[src/rtl/ssp_pkg.sv]
package ssp_pkg;
  localparam int unsigned BYTE_W = 8;

  typedef enum logic [2:0] {
    ST_IDLE, ST_FETCH, ST_LOW, ST_HIGH, ST_STORE, ST_HOLD
  } ssp_state_e;

  // bit position inside a byte for the k-th transferred bit
  function automatic logic [2:0] lane_of(input logic [2:0] k, input logic msb);
    return msb ? (3'd7 - k) : k;
  endfunction
endpackage

[src/rtl/ssp_baud.sv]
module ssp_baud #(
  parameter int unsigned DIV_W = 8
) (
  input  logic             clk,
  input  logic             rst_n,
  input  logic             reload_i,
  input  logic [DIV_W-1:0] div_i,
  output logic             tick_o
);
  logic [DIV_W-1:0] cnt_q;

  always_ff @(posedge clk) begin
    if (!rst_n)            cnt_q <= '0;
    else if (reload_i)     cnt_q <= div_i;
    else if (cnt_q != '0)  cnt_q <= cnt_q - 1'b1;
  end

  assign tick_o = (cnt_q == '0);

  AST_TICK_AFTER_RELOAD: assert property (@(posedge clk) disable iff (!rst_n)
    (reload_i && div_i != '0) |=> !tick_o);
endmodule

[src/rtl/ssp_seq.sv]
module ssp_seq #(
  parameter int unsigned LEN_W = 8
) (
  input  logic             clk,
  input  logic             rst_n,
  input  logic             clear_i,
  input  logic             step_i,
  input  logic [LEN_W-1:0] len_i,
  output logic [LEN_W-1:0] idx_o,
  output logic             last_o,
  output logic             byte_end_o
);
  logic [LEN_W-1:0] idx_q;

  always_ff @(posedge clk) begin
    if (!rst_n)       idx_q <= '0;
    else if (clear_i) idx_q <= '0;
    else if (step_i)  idx_q <= idx_q + 1'b1;
  end

  assign idx_o      = idx_q;
  assign last_o     = (idx_q == len_i);
  assign byte_end_o = (&idx_q[2:0]) || last_o;

  AST_IDX_IN_RANGE: assert property (@(posedge clk) disable iff (!rst_n)
    idx_q <= len_i);
endmodule

[src/rtl/ssp_lane.sv]
module ssp_lane
  import ssp_pkg::*;
(
  input  logic              clk,
  input  logic              rst_n,
  input  logic              load_i,
  input  logic [BYTE_W-1:0] din_i,
  input  logic              sample_i,
  input  logic              sdi_i,
  input  logic              drive_i,
  input  logic [2:0]        lane_i,
  input  logic [2:0]        drive_lane_i,
  output logic              sdo_o,
  output logic [BYTE_W-1:0] rx_o
);
  logic [BYTE_W-1:0] tx_q, rx_q;
  logic              sdo_q;

  always_ff @(posedge clk) begin
    if (!rst_n) begin
      tx_q  <= '0;
      rx_q  <= '0;
      sdo_q <= 1'b1;
    end else if (load_i) begin
      tx_q  <= din_i;
      rx_q  <= '0;
      sdo_q <= din_i[lane_i];
    end else begin
      if (sample_i) rx_q[lane_i] <= sdi_i;
      if (drive_i)  sdo_q <= tx_q[drive_lane_i];
    end
  end

  assign sdo_o = sdo_q;
  assign rx_o  = rx_q;
endmodule

[src/rtl/ssp_block.sv]
module ssp_block
  import ssp_pkg::*;
#(
  parameter int unsigned DIV_W = 8,
  parameter int unsigned LEN_W = 8
) (
  input  logic             clk,
  input  logic             rst_n,
  input  logic             start_i,
  input  logic             suspend_i,
  input  logic             burst_i,
  input  logic             msb_first_i,
  input  logic [DIV_W-1:0] baud_div_i,
  input  logic [LEN_W-1:0] len_m1_i,
  input  logic             sdi_i,
  output logic             sck_o,
  output logic             sdo_o,
  output logic [LEN_W-4:0] buf_addr_o,
  output logic             buf_rd_o,
  input  logic [7:0]       buf_rdata_i,
  output logic             buf_wr_o,
  output logic [7:0]       buf_wdata_o,
  output logic             run_o,
  output logic             paused_o,
  output logic             done_o
);
  localparam int unsigned ADDR_W = LEN_W - 3;

  ssp_state_e       state_q, state_d;
  logic             cfg_msb;
  logic [DIV_W-1:0] cfg_div;
  logic [LEN_W-1:0] cfg_len;
  logic             susp_pend, done_q;

  logic             tick, last_bit, byte_end;
  logic [LEN_W-1:0] idx;
  logic [2:0]       lane_now, lane_next;
  logic [7:0]       rx_byte;

  // named internal events
  logic ev_launch, ev_load, ev_sample, ev_drive, ev_store, ev_step, ev_finish;

  assign ev_launch = (state_q == ST_IDLE) && start_i;
  assign ev_load   = (state_q == ST_FETCH);
  assign ev_sample = (state_q == ST_LOW) && tick;
  assign ev_drive  = (state_q == ST_HIGH) && tick && !byte_end;
  assign ev_store  = (state_q == ST_STORE);
  assign ev_finish = ev_store && last_bit;
  assign ev_step   = ev_drive || (ev_store && !last_bit);

  assign lane_now  = lane_of(idx[2:0], cfg_msb);
  assign lane_next = lane_of(idx[2:0] + 3'd1, cfg_msb);

  ssp_baud #(.DIV_W(DIV_W)) u_baud (
    .clk(clk), .rst_n(rst_n),
    .reload_i(ev_load || ev_sample || ev_drive),
    .div_i(cfg_div), .tick_o(tick)
  );

  ssp_seq #(.LEN_W(LEN_W)) u_seq (
    .clk(clk), .rst_n(rst_n), .clear_i(ev_launch), .step_i(ev_step),
    .len_i(cfg_len), .idx_o(idx), .last_o(last_bit), .byte_end_o(byte_end)
  );

  ssp_lane u_lane (
    .clk(clk), .rst_n(rst_n), .load_i(ev_load), .din_i(buf_rdata_i),
    .sample_i(ev_sample), .sdi_i(sdi_i), .drive_i(ev_drive),
    .lane_i(lane_now), .drive_lane_i(lane_next),
    .sdo_o(sdo_o), .rx_o(rx_byte)
  );

  always_comb begin
    state_d = state_q;
    unique case (state_q)
      ST_IDLE:  if (start_i) state_d = ST_FETCH;
      ST_FETCH: state_d = ST_LOW;
      ST_LOW:   if (tick) state_d = ST_HIGH;
      ST_HIGH:  if (tick) state_d = byte_end ? ST_STORE : ST_LOW;
      ST_STORE: state_d = last_bit ? ST_IDLE : (susp_pend ? ST_HOLD : ST_FETCH);
      ST_HOLD:  if (start_i) state_d = ST_FETCH;
      default:  state_d = ST_IDLE;
    endcase
  end

  always_ff @(posedge clk) begin
    if (!rst_n) begin
      state_q   <= ST_IDLE;
      cfg_msb   <= 1'b0;
      cfg_div   <= '0;
      cfg_len   <= '0;
      susp_pend <= 1'b0;
      done_q    <= 1'b0;
    end else begin
      state_q <= state_d;
      if (ev_launch) begin
        cfg_msb <= msb_first_i;
        cfg_div <= baud_div_i;
        cfg_len <= burst_i ? len_m1_i : LEN_W'(7);
        done_q  <= 1'b0;
      end
      if (ev_finish) done_q <= 1'b1;
      unique case (state_q)
        ST_IDLE, ST_HOLD: susp_pend <= 1'b0;
        ST_STORE:         susp_pend <= (last_bit || susp_pend) ? 1'b0 : suspend_i;
        default:          susp_pend <= susp_pend | suspend_i;
      endcase
    end
  end

  assign sck_o       = (state_q != ST_LOW);
  assign buf_addr_o  = idx[LEN_W-1:3];
  assign buf_rd_o    = ev_load;
  assign buf_wr_o    = ev_store;
  assign buf_wdata_o = rx_byte;
  assign run_o       = (state_q != ST_IDLE) && (state_q != ST_HOLD);
  assign paused_o    = (state_q == ST_HOLD);
  assign done_o      = done_q;

  AST_SDO_ON_FALL: assert property (@(posedge clk) disable iff (!rst_n)
    !$stable(sdo_o) |-> $fell(sck_o));
  AST_STROBE_CLK_HIGH: assert property (@(posedge clk) disable iff (!rst_n)
    (buf_rd_o || buf_wr_o) |-> sck_o);
  AST_DONE_ENDS_RUN: assert property (@(posedge clk) disable iff (!rst_n)
    $rose(done_o) |-> (!run_o && $past(buf_wr_o)));
  AST_PAUSE_QUIET: assert property (@(posedge clk) disable iff (!rst_n)
    (paused_o && $past(paused_o)) |-> (sck_o && $stable(sdo_o)));
  AST_ADDR_WIDTH: assert property (@(posedge clk) disable iff (!rst_n)
    buf_rd_o |-> (idx[2:0] == 3'd0));
  initial assert (ADDR_W >= 1);
endmodule

[config.mk]
export PLATFORM = sky130hd
export DESIGN_NAME = ssp_block
export DESIGN_NICKNAME = d
export VERILOG_FILES = /design/src/rtl/ssp_pkg.sv /design/src/rtl/ssp_baud.sv /design/src/rtl/ssp_seq.sv /design/src/rtl/ssp_lane.sv /design/src/rtl/ssp_block.sv
export SDC_FILE = /design/constraint.sdc
export NUM_CORES = 1
export LEC_CHECK = 0
export CELL_PAD_IN_SITES_DETAIL_PLACEMENT = 1
export CELL_PAD_IN_SITES_GLOBAL_PLACEMENT = 2
export CORE_ASPECT_RATIO = 1.2
export CORE_MARGIN = 3
export CORE_UTILIZATION = 30
export CTS_BUF_LIST = sky130_fd_sc_hd__clkbuf_8 sky130_fd_sc_hd__clkbuf_16
export DETAILED_ROUTE_END_ITERATION = 10
export PLACE_DENSITY = 0.76
export SYNTH_ARGS = -nofsm -noshare
export SYNTH_HDL_FRONTEND = slang
export SYNTH_SLANG_ARGS = --single-unit
[constraint.sdc]
create_clock -name clk -period 2.5 [get_ports clk]
set_input_delay 0.25 -clock clk [delete_from_list [all_inputs] [get_ports clk]]
set_output_delay 0.25 -clock clk [all_outputs]
set_load 0.03 [all_outputs]
Word level (Yosys, flattened, before mapping)
Cells that the tools add are included.

Register bits: 55. Bits of input ports: 31. Output and inout port bits: 20. Word-level logic and storage cells: 84.

Add/subtract/negate cells: 5. $lt $le $gt $ge: 3. Eq/ne operators: 11. Multiplexer cells: 25. Bitwise operators: 2. Reductions and logical operators: 27.

Operators by type and width (count): 3-bit two-way mux (8); 8-bit two-way mux (3); 3-bit one-hot mux with 5 select lines (1); 8-bit by 1-bit adder with 8-bit output (second input constant) (1); 8-bit bitwise mux (1); 8-bit equality test (1); 1-bit logical AND (8); 8-bit zero test (1); 3-bit by 4-bit less-than comparator with 1-bit output (second input constant) (2); 1-bit two-way mux (8); 8-bit nonzero test (1); 8-bit by 1-bit subtractor with 8-bit output (second input constant) (1); 1-bit binary-select mux with 3-bit select (2); 3-bit by 2-bit equality test with 1-bit output (second input constant) (2); 3-bit equality test (second input constant) (2); 3-bit AND reduction (2); 2-bit nonzero test (3); 2-bit OR reduction (3); 3-bit subtractor (first input constant) (2); 1-bit logical OR (5); 2-bit inequality test (second input constant) (2); 3-bit by 1-bit adder with 3-bit output (second input constant) (1); 1-bit demux with 3-bit select (1); 3-bit by 1-bit equality test with 1-bit output (second input constant) (1); other kinds (10) (11).

Longest topological paths before layout
Depth after elaboration: 7. Gate-level depth with buffers: 9. Depth with buffers taken out: 8.

Modules after synthesis
From an unflattened synthesis, not the netlist that was laid out.

Cell total of the unflattened synthesis: 312. Area, all modules: 2756.4 um^2.

Modules (own cells, without submodules): ssp_block (instances 1, cells an instance 130, area each 1036.0 um^2, seq. area each 440.4 um^2); ssp_lane (instances 1, cells an instance 81, area each 813.3 um^2, seq. area each 340.3 um^2); ssp_baud (instances 1, cells an instance 51, area each 457.9 um^2, seq. area each 160.2 um^2); ssp_seq (instances 1, cells an instance 50, area each 449.2 um^2, seq. area each 160.2 um^2).

Worst setup path after synthesis
No wires, ideal clock.

Path kind: register to register. From: register u_baud.cnt_q[0]. To: register u_lane.rx_q[1], in the netlist u_lane.rx_o[1]. Library setup time: 0.125 ns. Arrival: 2.066 ns. Required time: 2.375 ns. Path slack: 0.309 ns. Stages on the path, launching flop included: 9. Buffers on the path: 1. Period minus slack after synthesis: 2.191 ns. Path through: dfxtp_1 > inv_1 > ha_1 > or3b_2 > or2_4 > or4_4 > buf_6 > o21ai_1 > a21oi_1.

Longest elaborated chain between the ends: 2.

RTL lines: from (decl) (line ssp_baud.sv:10) `logic [DIV_W-1:0] cnt_q;`; from (signal assigned) (line ssp_baud.sv:14) `else if (reload_i) cnt_q <= div_i;`; from (signal assigned) (line ssp_baud.sv:15) `else if (cnt_q != '0) cnt_q <= cnt_q - 1'b1;`; 8-bit zero test (line ssp_baud.sv:18) `assign tick_o = (cnt_q == '0);`; 1-bit logical AND (line ssp_block.sv:45) `assign ev_sample = (state_q == ST_LOW) && tick;`; to (signal, indexed assignment) (line ssp_lane.sv:29) `if (sample_i) rx_q[lane_i] <= sdi_i;`; to (decl) (line ssp_lane.sv:16) `logic [BYTE_W-1:0] tx_q, rx_q;`.

No other way between the ends. A chain may end at the register's enable or synchronous reset.

Worst setup path in the final report
From: register u_baud.cnt_q[0]. To: register u_lane.rx_q[4], in the netlist u_lane.rx_o[4].

The elaborated chain is that of the path after synthesis.

==> flow_summary.ini <==
[synth]
synth_cells = 389
syn_area_sq_um = 2990
ys_seq_area_share_pct = 36.82
synth_fp_nets = 423
ys_warn_count = 0
ys_seq_elements = 55
avgSynthCellArea_sq_um = 7.687
synth-edff-count = 0
synthDistinctLibCells = 46
async_flop_share_pct = 0
synthFlopType = dfxtp_1

[grt]
grt_pass1_wl_um = 13940
antenna_found_initial = 0
grt_pass1_vias = 2810
overflow = 0
grt_start_max_net_pins = 32
track_usage_pct = 15.32

[placed_design]
port_buffers = 50
gp_congestion = 0.7877
dpl.hpwl_um = 6195
place_inst = 546
placed_cell_area_sq_um = 3606
place_ws_ps = 193.0

[setup_path]
worstPathMaxFanout = 8
critPathTopFamily = simple AND/OR/NAND/NOR gates
critPathRequiredTime_ps = 2720
r2r_start = u_baud.cnt_q[0]$_SDFFE_PN0P_
slowest_delay_ps = 550
start_kind = flop
path_cells = inv_1, ha_1, or3b_2, or2_4, or4_4, nor2_1, nand2_1, a21oi_1
crit_start = u_baud.cnt_q[0]$_SDFFE_PN0P_
end_kind = flop
worstSetupPathType = flop to flop
slowest_stage = or4_4
path_buf_inv = 1
worstPathArrival_ps = 2540

[clocking]
cts_setup_buffers = 0
cts.path.max_buffers = 2
cts_hold_buffers = 0
cts_buffers = 5
insertion_delay_ps = 310
cts_resized = 0
cts.sinks = 55
htree_levels = 2
clkTransAtPathRegs_ps = 70
root_buffer = clkbuf_16
tritoncts = built

[power]
leakage_nw = 1.436
intPower_mw = 2.123
power.share.clock_pct = 24.2
fin_total_pwr_mw = 3.425
p_per_area_nw_per_um2 = 906.6
combPwrFrac_pct = 41.9
vdd_drop_max_uv = 330.5
power_switching_mw = 1.302
p_sw_share_pct = 38.02
pwr-share-seq_pct = 33.9

[floorplanning]
die_x_um = 97.14
ios = 51
core_area_sq_um = 9613
die_area_sq_um = 11210
initial_utilization_pct = 31.11
rows = 39
die_y_um = 115.4

[drt]
detail_route.vias_per_cell = 4.946
drc = 0
wl_per_cell_um = 14.79
drtIter0Drc = 90
via_count = 2740
ant_nets = 0
dr.pass1.iters = 6
wl_um = 8192

[sta]
fin_worst_skew_ps = 11.55
timing.final.setup_violations = 0
hold_ws_ps = 459.2
tightest_slew_ps = 483.8
max_slew_margin_pct = 67.50
clock.fmax_mhz = 431.4
drv_slew = 0
finalCritPeriodShare_pct = 92.73
worst_slack_ps = 181.9
hold_viol_final = 0
rsz0062_at_grt = false
setup_tns_ps = 0
period_needed_ps = 2318

[cells_and_area]
syn_to_final_growth_pct = 26.32
fin_cells = 554
stdcell_area_sq_um = 3777
post-route-util_pct = 39.29
final_nets = 464
drive_gt1_share_pct = 7.657
antennaDiodeCount = 0
nFillCells = 1149

[job]
drv_cap = 0

[hold_path]
hold_path.class = flop to flop
min_from = cfg_div[2]$_SDFFE_PN0P_

[outcome]
status = finished, final reports clean
-- power by group through the flow --
stage               sequential [mW]  combinational, mW  clock (mW)
finish                         1.16               1.44       0.829
global route                   1.19               1.62       0.890
CTS                            1.16               1.47       0.855
detailed placement             1.18               1.46           0
global placement               1.18               1.43           0
floorplan                      1.13               1.05           0
-- layout by cell type (no fill, tap or decap), types with 7 or more instances in the layout --
cell,count
nor3_1,9
nor2_1,39
clkdlybuf4s50_1,50
buf_4,12
nand2_1,70
nand2b_1,7
mux2i_1,12
inv_1,7
o21ai_0,21
nand3_1,9
nand4_1,7
nor3b_1,9
xor2_1,18
dfxtp_1,55
a21oi_1,39
-- layout make-up --
cell class                      count  area (sq um)  area share [%]
Tap cell                          123         153.9           4.074
Sequential cell                    55          1101           29.15
Multi-Input combinational cell    297          1710           45.28
Inverter                            8         30.03          0.7950
Timing Repair Buffer               63         610.6           16.16
Clock buffer                        5         125.1           3.312
Clock inverter                      3         46.29           1.226
-- tightest hold or removal path, cell delays in order, from the launching register on --
cell	delay, ps
dfxtp_1	310
nand2_1	50
a21oi_1	50
-- worst paths after layout --
kind / endpoint / slack, ps / cells after the start
setup reg to reg: u_lane.rx_o[4]$_SDFFE_PP0P_ / 180 / 8
hold / removal: cfg_div[2]$_SDFFE_PN0P_ / 460 / 2
hold reg to reg: cfg_div[2]$_SDFFE_PN0P_ / 460 / 2
setup / recovery: u_lane.rx_o[4]$_SDFFE_PP0P_ / 180 / 8
-- sequential cells by signal, summed over array words and instances (netlist names) --
| signal | count |
|---|---|
| done_o | 1 |
| cfg_div | 8 |
| cfg_len | 8 |
| cfg_msb | 1 |
| susp_pend | 1 |
| u_baud.cnt_q | 8 |
| u_lane.sdo_o | 1 |
| u_lane.rx_o | 8 |
| state_q | 3 |
| u_lane.tx_q | 8 |
| u_seq.idx_o | 8 |
-- synthesized netlist by cell type, drive strengths merged, types with 4 or more instances --
library cell   n  area (sq um)
nand2         70         262.8
dfxtp         55          1101
nor2          41         158.9
a21oi         39         195.2
o21ai         25         125.1
xor2          18         157.7
clkbuf        17         63.81
buf           12         85.08
mux2i         12         120.1
nand3          9         45.04
nor3           9         45.04
nor3b          9         67.56
inv            7         26.28
nand2b         7         43.79
nand4          7         43.79
and3           5         31.28
and3b          5         43.79
xnor2          5         43.79
nor2b          4         25.02
nor4           4         61.31
-- per-layer routing --
layer  part of all wire (%)  track usage [%]  vias up  routed length, um
li1                       -                -     1396                  -
met1                     46            18.79     1291               3804
met2                     48            26.84       46               3948
met3                    3.7            3.216        7                302
met4                    1.7            5.150        0                136
met5                      0                0        -                  0
-- cell families after synthesis --
kind of cell	Yosys count	share of synthesized area, %
and+or+nand+nor	183	30.96
AOI/OAI and AO/OA	76	14.23
DFF	55	36.82
buffers and inverters	37	5.983
xor gates and xnor gates	23	6.736
muxes	12	4.017
adders and majority gates	3	1.255
No activity file was read; power rests on OpenSTA's default activity.
